$ cat src/rtl/spi_sclk_divider.sv
module spi_sclk_divider #(
  parameter int DIV_W   = 8,
  parameter int POW_MAX = 15
) (
  input  logic             clk,
  input  logic             rst_n,
  input  logic             en,
  input  logic             lin_mode,
  input  logic [DIV_W-1:0] div_val,
  input  logic             cpol,
  input  logic             cpha,
  input  logic             run,
  output logic             sclk,
  output logic             shift_stb,
  output logic             sample_stb
);

  localparam int EXP_W = $clog2(POW_MAX + 1);
  localparam int HW    = (POW_MAX + 1 > DIV_W + 1) ? POW_MAX + 1 : DIV_W + 1;

  logic          pol_q, pha_q, active_q, phase_q, shift_q, sample_q;
  logic [HW-1:0] cnt_q, half_w;
  logic [EXP_W-1:0] exp_w;
  logic          tick;

  // power-of-two exponent saturates at POW_MAX
  assign exp_w  = (32'(div_val) > POW_MAX) ? EXP_W'(POW_MAX) : EXP_W'(div_val);
  assign half_w = lin_mode ? (HW'(div_val) + HW'(1)) : (HW'(1) << exp_w);
  assign tick   = active_q && (cnt_q >= half_w - HW'(1));

  always_ff @(posedge clk) begin
    if (!rst_n) begin
      pol_q    <= 1'b0;
      pha_q    <= 1'b0;
      active_q <= 1'b0;
      phase_q  <= 1'b0;
      cnt_q    <= '0;
      shift_q  <= 1'b0;
      sample_q <= 1'b0;
    end else if (!en) begin
      pol_q    <= cpol;
      pha_q    <= cpha;
      active_q <= 1'b0;
      phase_q  <= 1'b0;
      cnt_q    <= '0;
      shift_q  <= 1'b0;
      sample_q <= 1'b0;
    end else begin
      shift_q  <= tick && (phase_q != pha_q);
      sample_q <= tick && (phase_q == pha_q);
      if (!active_q) begin
        active_q <= run;
        cnt_q    <= '0;
      end else if (tick) begin
        cnt_q   <= '0;
        phase_q <= ~phase_q;
        if (phase_q && !run) active_q <= 1'b0;
      end else begin
        cnt_q <= cnt_q + HW'(1);
      end
    end
  end

  assign sclk       = pol_q ^ phase_q;
  assign shift_stb  = shift_q;
  assign sample_stb = sample_q;

  p_disable_idle_r7: assert property (@(posedge clk) disable iff (!rst_n)
    !en |=> (sclk == $past(cpol)) && !shift_stb && !sample_stb);

  p_strobe_excl_r9: assert property (@(posedge clk) disable iff (!rst_n)
    !(shift_stb && sample_stb));

  p_edge_has_strobe_r9: assert property (@(posedge clk) disable iff (!rst_n)
    (en && $past(en) && (sclk != $past(sclk))) |-> (shift_stb || sample_stb));

  p_strobe_is_edge_r5: assert property (@(posedge clk) disable iff (!rst_n)
    (shift_stb || sample_stb) |-> (sclk != $past(sclk)));

  p_cfg_held_r6: assert property (@(posedge clk) disable iff (!rst_n)
    (en && $past(en)) |-> ($stable(pol_q) && $stable(pha_q)));

  p_count_bound_r1: assert property (@(posedge clk) disable iff (!rst_n)
    !active_q |=> (cnt_q == '0));

endmodule

$ cat config.mk
export PLATFORM = sky130hd
export DESIGN_NAME = spi_sclk_divider
export DESIGN_NICKNAME = d
export VERILOG_FILES = /design/src/rtl/spi_sclk_divider.sv
export SDC_FILE = /design/constraint.sdc
export NUM_CORES = 1
export LEC_CHECK = 0
export BUFFER_PORTS_ARGS = -buffer_cell sky130_fd_sc_hd__buf_2
export CORE_MARGIN = 4
export CORE_UTILIZATION = 37
export CTS_CLUSTER_SIZE = 8
export DETAILED_ROUTE_END_ITERATION = 8
export PLACE_DENSITY = 0.52
export SLEW_MARGIN = 5
export SYNTH_ARGS = -nofsm -noshare
export SYNTH_HDL_FRONTEND = slang
export SYNTH_SLANG_ARGS = --single-unit
$ cat constraint.sdc
create_clock -name clk -period 11.33 [get_ports clk]
set_input_delay 1.6995 -clock clk [delete_from_list [all_inputs] [get_ports clk]]
set_output_delay 1.6995 -clock clk [all_outputs]
set_load 0.02 [all_outputs]
# After elaboration in Yosys (flattened, before gate mapping)
# Index checks and enable logic that the tools add are counted.
dict set report totals {
  output_inout_bits 3
  ff_bits 22
  in_bits 15
}
dict set report classes {
  mux 5
  shifts 1
  bitwise_logic 5
  order_cmp 2
  eq_ne 2
  n_reduce_logical 8
  addsub 3
}
# operator count
set op_table {}
lappend op_table {{$add 16x1->16 const B} 1}
lappend op_table {{$ge 16x16->1} 1}
lappend op_table {{$mux 16} 1}
lappend op_table {{$shl 1x4->16 const A} 1}
lappend op_table {{$sub 16x1->16 const B} 1}
lappend op_table {{$add 8x1->9 const B} 1}
lappend op_table {{$gt 8x4->1 const B} 1}
lappend op_table {{$logic_and 1x1->1} 4}
lappend op_table {{$mux 4} 1}
lappend op_table {{$not 1->1} 4}
lappend op_table {{$reduce_and 2->1} 2}
lappend op_table {{$reduce_or 4->1} 1}
lappend op_table {{$mux 1} 3}
lappend op_table {{$eq 1x1->1} 1}
lappend op_table {{$logic_not 1->1} 1}
lappend op_table {{$ne 1x1->1} 1}
lappend op_table {{$xor 1x1->1} 1}

# Depth between registers and ports, before layout
# Gate-level depths: netlist of run 1.
dict set report logic_depth {
  depth_word 9
  mapped_depth 18
  depth_no_buf 15
}

# Least setup slack after synthesis of run 1
# No wires, ideal clock.
dict set report synth_path {
  kind {input port to flip-flop}
  from {in div_val[7]}
  to {reg cnt_q[10]}
  setup_time_ps 64
  stages 18
  arrival_time_ps 5171
  path_slack_ps 6095
  n_path_buf 3
  path_cell_list {or4_1 > buf_6 > nor3_1 > nor2_1 > or2_2 > ha_1 > nand4_1 > and4b_1 > nor2_1 > ha_1 > nand4_1 > nor2_1 > a221oi_1 > o221ai_1 > or2_2 > clkbuf_1 > buf_2 > nor2_1}
}
dict set report synth_between {
  elab_chain_len 8
  elab_cells_between_ends 9
  classes_between {add/sub: 2; order compare: 2; shift: 1; mux: 2; reduce/logical: 2}
}
# item line_no
set synth_lines {}
lappend synth_lines {{start, declared} 9} ;# input logic [DIV_W-1:0] div_val,
lappend synth_lines {{$gt 8x4->1} 27} ;# assign exp_w = (32'(div_val) > POW_MAX) ? EXP_W'(POW_MAX) : EXP_W'(div_val);
lappend synth_lines {{$mux 4} 27}
lappend synth_lines {{$shl 1x4->16} 28} ;# assign half_w = lin_mode ? (HW'(div_val) + HW'(1)) : (HW'(1) << exp_w);
lappend synth_lines {{$mux 16 *} 28}
lappend synth_lines {{$sub 16x1->16 *} 29} ;# assign tick = active_q && (cnt_q >= half_w - HW'(1));
lappend synth_lines {{$ge 16x16->1 *} 29}
lappend synth_lines {{$logic_and 1x1->1 *} 29}
lappend synth_lines {{$reduce_or 4->1 (no source line) *} --}
lappend synth_lines {{end signal, assigned} 59} ;# cnt_q <= cnt_q + HW'(1);
lappend synth_lines {{end, declared} 22} ;# logic [HW-1:0] cnt_q, half_w;
# Every way passes the cells marked *; elsewhere a longest branch is shown, timed or not.
# A chain may end at the register's enable or synchronous reset.

# Worst setup path in the final report of run 1
dict set report layout_path {
  from {in div_val[0]}
  to {reg cnt_q[14]}
}
# The elaborated chain is that of the path after synthesis.

==> out/qor.tcl, run 1 <==
set qor(clock_tree_buffer_depth) 2
set qor(req_time_crit_path_ns) 11.52
set qor(grt_start_max_net_pins) 26
set qor(power_leakage_nw) 0.831
set qor(vias) 1746
set qor(root_buffer) {sky130_fd_sc_hd__clkbuf_8}
set qor(antenna-diode-count) 0
set qor(clkSinkCount) 22
set qor(groute.layer.met2.usage) 0.198
set qor(yosys.cell_types.count) 52
set qor(grt_setup_unrepaired) {no}
set qor(overall_global_routing_resource_usage) 0.138
set qor(dpl.cell_count) 321
set qor(design_area_mm2) 0.00211
set qor(post_cts_buffers) 0
set qor(drtPass1Iterations) 4
set qor(grt_overflow_total) 0
set qor(setup.worst_path.end_class) {flop}
set qor(synthMuxAreaShare) 0.0103
set qor(detail_route.wl_per_cell_um) 13.2
set qor(finalWirelength_um) 4280
set qor(dr.first_iter.drc_count) 185
set qor(groute.layer.met1.usage) 0.218
set qor(vdd.ir_drop.worst_mv) 0.0579
set qor(synth.avg_cell_area_um2) 7.90
set qor(fin_worst_skew_ns) 0.00121
set qor(die_height_um) 80.6
set qor(cts.clk_slew.worst_paths_ns) 0.07
set qor(post_synth_fa_ha_maj_area_fraction) 0.122
set qor(port-buffer-count) 17
set qor(synthSimpleGateAreaFrac) 0.317
set qor(grt_pass1_wl_um) 7290
set qor(mappedNetlistArea_mm2) 0.00195
set qor(boundaryPins) 18
set qor(syn_nets) 281
set qor(tritoncts) {yes}
set qor(most-common-layout-cells) {35 x sky130_fd_sc_hd__nor2_1, 22 x sky130_fd_sc_hd__dfxtp_1, 20 x sky130_fd_sc_hd__nand2_1}
set qor(die_w_um) 80.6
set qor(fillerInstances) 540
set qor(report.final.slew_viol_count) 0
set qor(drt_drc_violations_left) 0
set qor(worst_setup_path_start_kind) {input pin}
set qor(finalSetupViolCount) 0
set qor(final_core_util) 0.412
set qor(detail-route-antenna-nets) 0
set qor(floorplan.initialDensity) 0.382
set qor(cts_buffers) 3
set qor(worst-slew-pin-transition_ns) 0.762
set qor(clkLatencyLatePin_ns) 0.25
set qor(seqCellArea_um2) 440
set qor(yosysWarnings) 0
set qor(synth_compound_area_frac) 0.172
set qor(detailed_place.area_mm2) 0.00206
set qor(design.die.area_mm2) 0.00650
set qor(globalRouteMet3Util) 0.0213
set qor(vias_in_the_first_global_route) 1475
set qor(share_of_layout_cells_above_drive_strength_1) 0.130
set qor(drt-vias-per-instance) 5.39
set qor(mostFrequentLayoutCell) {sky130_fd_sc_hd__nor2_1}
set qor(fmaxAchievable_mhz) 175
set qor(synth_async_sr_flop_share) 0
set qor(hold_buffers) 0
set qor(gr_peak_layer) {met1}
set qor(final-hold-violation-count) 0
set qor(final_instance_count_without_filler_cells) 324
set qor(syn_to_final_growth_pct) 7.88
set qor(p_per_area_mw_per_mm2) 78.1
set qor(yosysSeqAreaShare) 0.226
set qor(place.gp.congestion) 0.858
set qor(final.period_utilization) 0.505
set qor(run_status) {completed}
set qor(grt_antenna_before_repair) 0
set qor(synth_top_family_by_area) {simple AND/OR/NAND/NOR gates}
set qor(placement_rows) 26
set qor(area_of_the_core_mm2) 0.00511
set qor(final_net_count) 290
set qor(worstSetupPathType) {input pin to flop}
set qor(htree_num_levels) 1
set qor(worstHoldPathType) {flop to flop}
set qor(synth_xor_area_frac) 0.112
set qor(worst_ep_arrival_time_ns) 5.91
set qor(post_cts_resize_count) 0
set qor(synth_edf_count) 0
set qor(max_slew_margin) 0.489
set qor(max-cap-violations) 0
set qor(multi_input_area_mm2) 0.00143
set qor(min_period_ns) 5.72
set qor(postSynthRegisterBits) 22
set qor(synth_ff_type) {sky130_fd_sc_hd__dfxtp_1}
set qor(post_synth_inst_count) 247
set qor(tns_ns) 0
set qor(hpwlAfterDp_um) 3340
set qor(finalPower_uw) 164
set qor(critical_path_fanouts_max) 18
## flip-flops by register name (all words and copies together), names as in the netlist
| register | flops |
|---|---|
| phase_q | 1 |
| pha_q | 1 |
| pol_q | 1 |
| cnt_q | 16 |
| sample_stb | 1 |
| shift_stb | 1 |
| active_q | 1 |
## logic make-up (layout without fill, tap and decap cells)
logic type | after synthesis | in the layout
simple gates | 116 | 116
buf+inv | 18 | 25
mux | 2 | 2
fa+ha+maj | 19 | 19
xor+xnor | 25 | 25
compound gates | 45 | 45
flops | 22 | 22
## metrics by stage
stage	hold WS (ns)	setup WS [ns]
2_1_floorplan	0.438	6.10
3_5_place_dp	0.480	5.33
4_1_cts	0.497	5.58
3_3_place_gp	0.467	5.37
6_report	0.494	5.61
5_1_grt	0.511	5.22
## routing by layer
metal	up-vias	wire length (um)
li1	903	-
met1	805	2200
met2	36	1900
met3	2	170
met4	0	13
met5	-	0
## synth_stat cells, types with 5 or more instances
cell	instances	share of area
sky130_fd_sc_hd__xor2_1	17	0.076
sky130_fd_sc_hd__nand4_1	8	0.026
sky130_fd_sc_hd__dfxtp_1	22	0.23
sky130_fd_sc_hd__a21o_1	6	0.023
sky130_fd_sc_hd__ha_1	19	0.12
sky130_fd_sc_hd__a211oi_1	5	0.019
sky130_fd_sc_hd__nand2_1	20	0.038
sky130_fd_sc_hd__xnor2_1	8	0.036
sky130_fd_sc_hd__nor2b_1	5	0.016
sky130_fd_sc_hd__a21oi_1	7	0.018
sky130_fd_sc_hd__nor3_1	7	0.018
sky130_fd_sc_hd__clkbuf_1	8	0.015
sky130_fd_sc_hd__nand3_1	13	0.033
sky130_fd_sc_hd__o21ai_0	5	0.013
sky130_fd_sc_hd__nor2_1	35	0.067
sky130_fd_sc_hd__inv_1	5	0.0096
## critical path: stages
cell,delay [ns]
sky130_fd_sc_hd__buf_2,0.29
sky130_fd_sc_hd__ha_1,0.32
sky130_fd_sc_hd__nand3_1,0.11
sky130_fd_sc_hd__xnor2_1,0.18
sky130_fd_sc_hd__a211oi_1,0.68
sky130_fd_sc_hd__nand4_4,0.22
sky130_fd_sc_hd__nor3b_1,0.40
sky130_fd_sc_hd__nand2_1,0.13
sky130_fd_sc_hd__ha_1,0.32
sky130_fd_sc_hd__a21o_1,0.18
sky130_fd_sc_hd__a21o_1,0.17
sky130_fd_sc_hd__a221oi_1,0.28
sky130_fd_sc_hd__o221ai_1,0.28
sky130_fd_sc_hd__or2_2,0.50
sky130_fd_sc_hd__nor2_1,0.14
## report_power, final
| part | leakage (nW) | internal (mW) | switching [mW] | total, mW |
|---|---|---|---|---|
| Combinational | 0.632 | 0.0158 | 0.0239 | 0.0397 |
| Clock | 0.0216 | 0.0236 | 0.0225 | 0.0462 |
| Sequential | 0.178 | 0.0779 | 0.000532 | 0.0785 |
## layout make-up
type	count	share of cell area
clock buffers	3	0.0196
inverters	5	0.00891
multi-input cells	207	0.680
flip-flops and latches	22	0.209
well taps	70	0.0416
repair buffers	17	0.0404
## path summary, 6_finish.rpt
kind,end,start,cells past startpoint,slack [ns]
worst max register to register,cnt_q[14],cnt_q[13],7,9.03
worst max-delay path,cnt_q[14],div_val[0],15,5.61
worst min register to register,cnt_q[0],cnt_q[0],1,0.49
worst min-delay path,cnt_q[0],cnt_q[0],1,0.49
(Power assumes the default switching activity.)
==> inputs of run 2 (changes only) <==
==> constraint.sdc (replaced) <==
create_clock -name clk -period 5.6 [get_ports clk]
set_input_delay 0.84 -clock clk [delete_from_list [all_inputs] [get_ports clk]]
set_output_delay 0.84 -clock clk [all_outputs]
set_load 0.02 [all_outputs]
==> out/qor.tcl, run 2 (same netlist as run 1, synthesis figures left out) <==
set qor(power_leakage_nw) 0.842
set qor(drt-vias-per-instance) 5.34
set qor(report.final.slew_viol_count) 0
set qor(htree_num_levels) 1
set qor(setup.worst_path.end_class) {flop}
set qor(worstHoldPathType) {flop to flop}
set qor(fillerInstances) 536
set qor(multi_input_area_mm2) 0.00143
set qor(drtPass1Iterations) 4
set qor(p_per_area_mw_per_mm2) 164
set qor(worst_setup_path_start_kind) {input pin}
set qor(finalWirelength_um) 4360
set qor(drt_drc_violations_left) 0
set qor(syn_to_final_growth_pct) 8.97
set qor(vias) 1742
set qor(place.gp.congestion) 0.879
set qor(final_net_count) 291
set qor(grt_start_max_net_pins) 26
set qor(mostFrequentLayoutCell) {sky130_fd_sc_hd__nor2_1}
set qor(design.die.area_mm2) 0.00650
set qor(post_cts_resize_count) 0
set qor(clkLatencyLatePin_ns) 0.25
set qor(tns_ns) 0
set qor(p_comb_frac) 0.234
set qor(vdd.ir_drop.worst_mv) 0.128
set qor(worst_ep_arrival_time_ns) 4.88
set qor(area_of_the_core_mm2) 0.00511
set qor(internal_power_uw) 252
set qor(cts.clk_slew.worst_paths_ns) 0.07
set qor(port-buffer-count) 17
set qor(critical_path_fanouts_max) 19
set qor(min_period_ns) 4.69
set qor(crit_chain) {buf_2 > ha_1 > nand3_1 > xnor2_1 > a211oi_1 > nand4_4 > nor3b_1 > nand2_1 > ha_1 > a21o_1 > a21o_1 > a221oi_1 > o221ai_1 > or2_2 > nor2_1}
set qor(worst_path_largest_cell_delay_ns) 0.62
set qor(cts_buffers) 3
set qor(placement_rows) 26
set qor(metal1_wirelength_um) 2240
set qor(run_status) {completed}
set qor(boundaryPins) 18
set qor(most-common-layout-cells) {35 x sky130_fd_sc_hd__nor2_1, 22 x sky130_fd_sc_hd__dfxtp_1, 20 x sky130_fd_sc_hd__nand2_1}
set qor(flip_flop_count_of_the_largest_register_all_copies_and_words_added) 16
set qor(clkSinkCount) 22
set qor(final-hold-violation-count) 0
set qor(detail_route.wl_per_cell_um) 13.4
set qor(clock_tree_buffer_depth) 2
set qor(maxUsedRoutingLayer) {met4}
set qor(overall_global_routing_resource_usage) 0.141
set qor(timing.critical_path.slowest_stage_cell) {sky130_fd_sc_hd__a211oi_1}
set qor(power_switching_share) 0.277
set qor(req_time_crit_path_ns) 5.79
set qor(fin_worst_skew_ns) 0.00200
set qor(worstSetupPathType) {input pin to flop}
set qor(power_share_of_the_clock_group) 0.312
set qor(worst-slew-pin-transition_ns) 0.698
set qor(root_buffer) {sky130_fd_sc_hd__clkbuf_8}
set qor(final.period_utilization) 0.838
set qor(tritoncts) {yes}
set qor(regMostFlops) {cnt_q}
set qor(antenna-diode-count) 0
set qor(routed-wl-met3_um) 184
set qor(floorplan.initialDensity) 0.382
set qor(hpwlAfterDp_um) 3430
set qor(grt_pass1_wl_um) 7440
set qor(finalSetupViolCount) 0
set qor(grt_setup_unrepaired) {no}
set qor(max_slew_margin) 0.532
set qor(max-cap-violations) 0
set qor(detail-route-antenna-nets) 0
set qor(post_cts_buffers) 0
set qor(vias_in_the_first_global_route) 1492
set qor(dr.first_iter.drc_count) 137
set qor(met2RoutedLength_um) 1930
set qor(hold_buffers) 0
set qor(share_of_layout_cells_above_drive_strength_1) 0.137
set qor(seqCellArea_um2) 440
set qor(detailed_place.area_mm2) 0.00207
set qor(die_w_um) 80.6
set qor(fmaxAchievable_mhz) 213
set qor(grt_overflow_total) 0
set qor(switchingPower_uw) 96.7
set qor(die_height_um) 80.6
set qor(power.sequential.fraction) 0.454
set qor(design_area_mm2) 0.00213
set qor(grt_antenna_before_repair) 0
==> run 2: changes by cell type in the layout (fill, tap and decap cells not counted), sizes merged <==
cell    previous run  this run
buf               17        18
clkbuf             3         4
==> run 2: critical path: cells and delay by family <==
kind | cells | cell delay (ns)
AOI/OAI and AO/OA | 5 | 1.54
and+or+nand+nor | 6 | 1.43
adders and majority gates | 2 | 0.62
buffers and inverters | 1 | 0.28
xor gates and xnor gates | 1 | 0.17
==> run 2: routing by layer <==
layer | vias to the layer above | global-route usage
met5 | - | 0
li1 | 914 | -
met2 | 30 | 0.202
met1 | 796 | 0.226
met4 | 0 | 0.0101
met3 | 2 | 0.0235
==> run 2: power by group through the flow <==
| stage | logic, mW | registers, mW | clock network, mW |
|---|---|---|---|
| 2_1_floorplan | 0.0595 | 0.162 | 0 |
| 3_3_place_gp | 0.0811 | 0.162 | 0 |
| 3_5_place_dp | 0.0812 | 0.162 | 0 |
| 4_1_cts | 0.0817 | 0.159 | 0.113 |
| 5_1_grt | 0.0921 | 0.159 | 0.120 |
| 6_report | 0.0817 | 0.159 | 0.109 |
==> run 2: cell type report <==
class | instances | area share
multi-input cells | 207 | 0.674
flip-flops and latches | 22 | 0.207
repair buffers | 18 | 0.0435
well taps | 70 | 0.0412
clock buffers | 4 | 0.0259
inverters | 5 | 0.00882
==> run 2: path summary, 6_finish.rpt <==
kind	cells after the start	from	to	slack, ns
setup / recovery	15	div_val[1]	cnt_q[15]	0.91
hold / removal	1	cnt_q[0]	cnt_q[0]	0.48
setup reg to reg	7	cnt_q[13]	cnt_q[15]	3.31
hold reg to reg	1	cnt_q[0]	cnt_q[0]	0.48
==> run 2: metrics by stage <==
step	util	hold slack (ns)	power (mW)	setup slack (ns)	cells
after global routing	0.416	0.521	0.371	0.443	326
after CTS	0.416	0.485	0.353	0.925	326
final	0.416	0.480	0.349	0.907	326
after detailed placement	0.406	0.467	0.244	0.687	322
after global placement	0.406	0.458	0.243	0.838	322
after floorplan	-	0.438	0.222	1.22	247
==> inputs of run 3 (changes only) <==
--- a/config.mk
+++ b/config.mk
@@ -10,7 +10,7 @@
 export CORE_UTILIZATION = 37
 export CTS_CLUSTER_SIZE = 8
 export DETAILED_ROUTE_END_ITERATION = 8
-export PLACE_DENSITY = 0.52
+export PLACE_DENSITY = 0.54
 export SLEW_MARGIN = 5
 export SYNTH_ARGS = -nofsm -noshare
 export SYNTH_HDL_FRONTEND = slang
==> constraint.sdc (replaced) <==
create_clock -name clk -period 4.3 [get_ports clk]
set_input_delay 0.645 -clock clk [delete_from_list [all_inputs] [get_ports clk]]
set_output_delay 0.645 -clock clk [all_outputs]
set_load 0.02 [all_outputs]
==> out/qor.tcl, run 3 (same netlist as run 1, synthesis figures left out) <==
set qor(run_status) {completed}
set qor(grt_pass1_wl_um) 7490
set qor(worstHoldPathType) {flop to flop}
set qor(boundaryPins) 18
set qor(cts.clk_slew.worst_paths_ns) 0.07
set qor(clkSinkCount) 22
set qor(flip_flop_count_of_the_largest_register_all_copies_and_words_added) 16
set qor(max_slew_margin) 0.635
set qor(worstSetupPathType) {input pin to flop}
set qor(p_comb_frac) 0.246
set qor(placement_rows) 26
set qor(port-buffer-count) 17
set qor(fmaxAchievable_mhz) 252
set qor(power_leakage_nw) 0.908
set qor(detailed_place.area_mm2) 0.00217
set qor(max-cap-violations) 0
set qor(power_switching_share) 0.282
set qor(antenna-diode-count) 0
set qor(min_period_ns) 3.97
set qor(vias_in_the_first_global_route) 1591
set qor(drt_drc_violations_left) 0
set qor(floorplan.initialDensity) 0.382
set qor(report.final.slew_viol_count) 0
set qor(worst_ep_arrival_time_ns) 4.16
set qor(final_core_util) 0.437
set qor(clock_tree_buffer_depth) 2
set qor(p_per_area_mw_per_mm2) 210
set qor(fin_worst_skew_ns) 0.00370
set qor(final.period_utilization) 0.922
set qor(worst-slew-pin-transition_ns) 0.534
set qor(area_of_the_core_mm2) 0.00511
set qor(drtPass1Iterations) 4
set qor(worst_reg2reg_endpoint) {cnt_q[5]}
set qor(cts_buffers) 3
set qor(share_of_layout_cells_above_drive_strength_1) 0.182
set qor(grt_overflow_total) 0
set qor(mostFrequentLayoutCell) {sky130_fd_sc_hd__nor2_1}
set qor(clkLatencyLatePin_ns) 0.26
set qor(finalWirelength_um) 4360
set qor(power.sequential.fraction) 0.441
set qor(rr_worst_depth) 7
set qor(tritoncts) {yes}
set qor(hold_buffers) 0
set qor(setup.worst_path.end_class) {flop}
set qor(most-common-layout-cells) {35 x sky130_fd_sc_hd__nor2_1, 22 x sky130_fd_sc_hd__dfxtp_1, 20 x sky130_fd_sc_hd__nand2_1}
set qor(critical_path_fanouts_max) 16
set qor(post_cts_buffers) 0
set qor(dr.first_iter.drc_count) 184
set qor(finalSetupViolCount) 0
set qor(grt_start_max_net_pins) 19
set qor(die_w_um) 80.6
set qor(final_instance_count_without_filler_cells) 339
set qor(internal_power_uw) 337
set qor(req_time_crit_path_ns) 4.50
set qor(root_buffer) {sky130_fd_sc_hd__clkbuf_8}
set qor(syn_to_final_growth_pct) 14.2
set qor(post_cts_resize_count) 0
set qor(detail-route-antenna-nets) 0
set qor(drt-vias-per-instance) 5.22
set qor(vias) 1771
set qor(ff2ff_setup_slack_ns) 2.17
set qor(htree_num_levels) 1
set qor(vdd.ir_drop.worst_mv) 0.181
set qor(switchingPower_uw) 132
set qor(die_height_um) 80.6
set qor(r2r-start) {cnt_q[13]}
set qor(grt_antenna_before_repair) 0
set qor(detail_route.wl_per_cell_um) 12.9
set qor(design.die.area_mm2) 0.00650
set qor(hpwlAfterDp_um) 3450
set qor(critical_path.endpoint) {cnt_q[5]}
set qor(dpl.cell_count) 335
set qor(overall_global_routing_resource_usage) 0.145
set qor(cp-startpoint) {div_val[7]}
set qor(place.gp.congestion) 0.863
set qor(tns_ns) 0
set qor(worst_setup_path_start_kind) {input pin}
set qor(power_share_of_the_clock_group) 0.314
set qor(final_net_count) 304
set qor(fillerInstances) 544
set qor(final-hold-violation-count) 0
set qor(regMostFlops) {cnt_q}
set qor(whs_ns) 0.482
set qor(grt_setup_unrepaired) {no}
set qor(design_area_mm2) 0.00223
==> run 3: cell count changes in the layout (fill, tap and decap cells not counted) <==
cell,previous run,this run
sky130_fd_sc_hd__buf_4,1,14
sky130_fd_sc_hd__a211oi_1,5,4
sky130_fd_sc_hd__a211oi_2,0,1
==> run 3: power groups by stage <==
stage                     clock network, mW  logic [mW]  registers (mW)
final                                 0.147       0.115           0.207
after global routing                  0.163       0.131           0.207
after global placement                    0       0.115           0.211
after detailed placement                  0       0.114           0.211
after floorplan                           0      0.0775           0.211
after CTS                             0.152       0.115           0.207
==> run 3: area by class of cell <==
type / count / area [um2] / area share
clock buffer: 4 / 55.1 / 0.0247
inverter: 5 / 18.8 / 0.00842
multi-input combinational: 207 / 1440 / 0.645
sequential: 22 / 440 / 0.198
tap: 70 / 87.6 / 0.0393
timing repair buffer: 31 / 190 / 0.0853
==> run 3: per-layer routing <==
layer / routed length [um] / track usage
met3: 128 / 0.0269
met2: 1880 / 0.210
met4: 14 / 0.0203
met1: 2340 / 0.222
met5: 0 / 0
==> run 3: critical path, cell delays in order <==
cell and delay [ns]:
sky130_fd_sc_hd__buf_2 0.12, sky130_fd_sc_hd__or4_1 0.54, sky130_fd_sc_hd__buf_4 0.19, sky130_fd_sc_hd__or3b_4 0.41, sky130_fd_sc_hd__o211a_4 0.28, sky130_fd_sc_hd__nand4_4 0.09, sky130_fd_sc_hd__nor3b_1 0.06, sky130_fd_sc_hd__buf_4 0.14
sky130_fd_sc_hd__nand2_1 0.06, sky130_fd_sc_hd__ha_1 0.23, sky130_fd_sc_hd__a21o_1 0.18, sky130_fd_sc_hd__a21o_1 0.17, sky130_fd_sc_hd__a221oi_1 0.27, sky130_fd_sc_hd__o221ai_1 0.18, sky130_fd_sc_hd__or2_2 0.45, sky130_fd_sc_hd__nor2_1 0.14
==> run 3: per-stage QoR <==
| step | total power [mW] | worst slack (ns) |
|---|---|---|
| CTS | 0.473 | 0.171 |
| global placement | 0.326 | 0.0391 |
| floorplan | 0.289 | 0.120 |
| detailed placement | 0.325 | -0.0858 |
| global route | 0.501 | 0.0691 |
| finish | 0.469 | 0.335 |
==> run 3: worst min-delay path by stage <==
stage | cells past startpoint | slack (ns) | startpoint | endpoint
detailed placement | 1 | 0.47 | cnt_q[0] | cnt_q[0]
finish | 1 | 0.48 | cnt_q[0] | cnt_q[0]
global route | 1 | 0.51 | cnt_q[0] | cnt_q[0]
CTS | 1 | 0.49 | cnt_q[0] | cnt_q[0]
global placement | 1 | 0.46 | cnt_q[0] | cnt_q[0]
floorplan | 1 | 0.44 | cnt_q[0] | cnt_q[0]
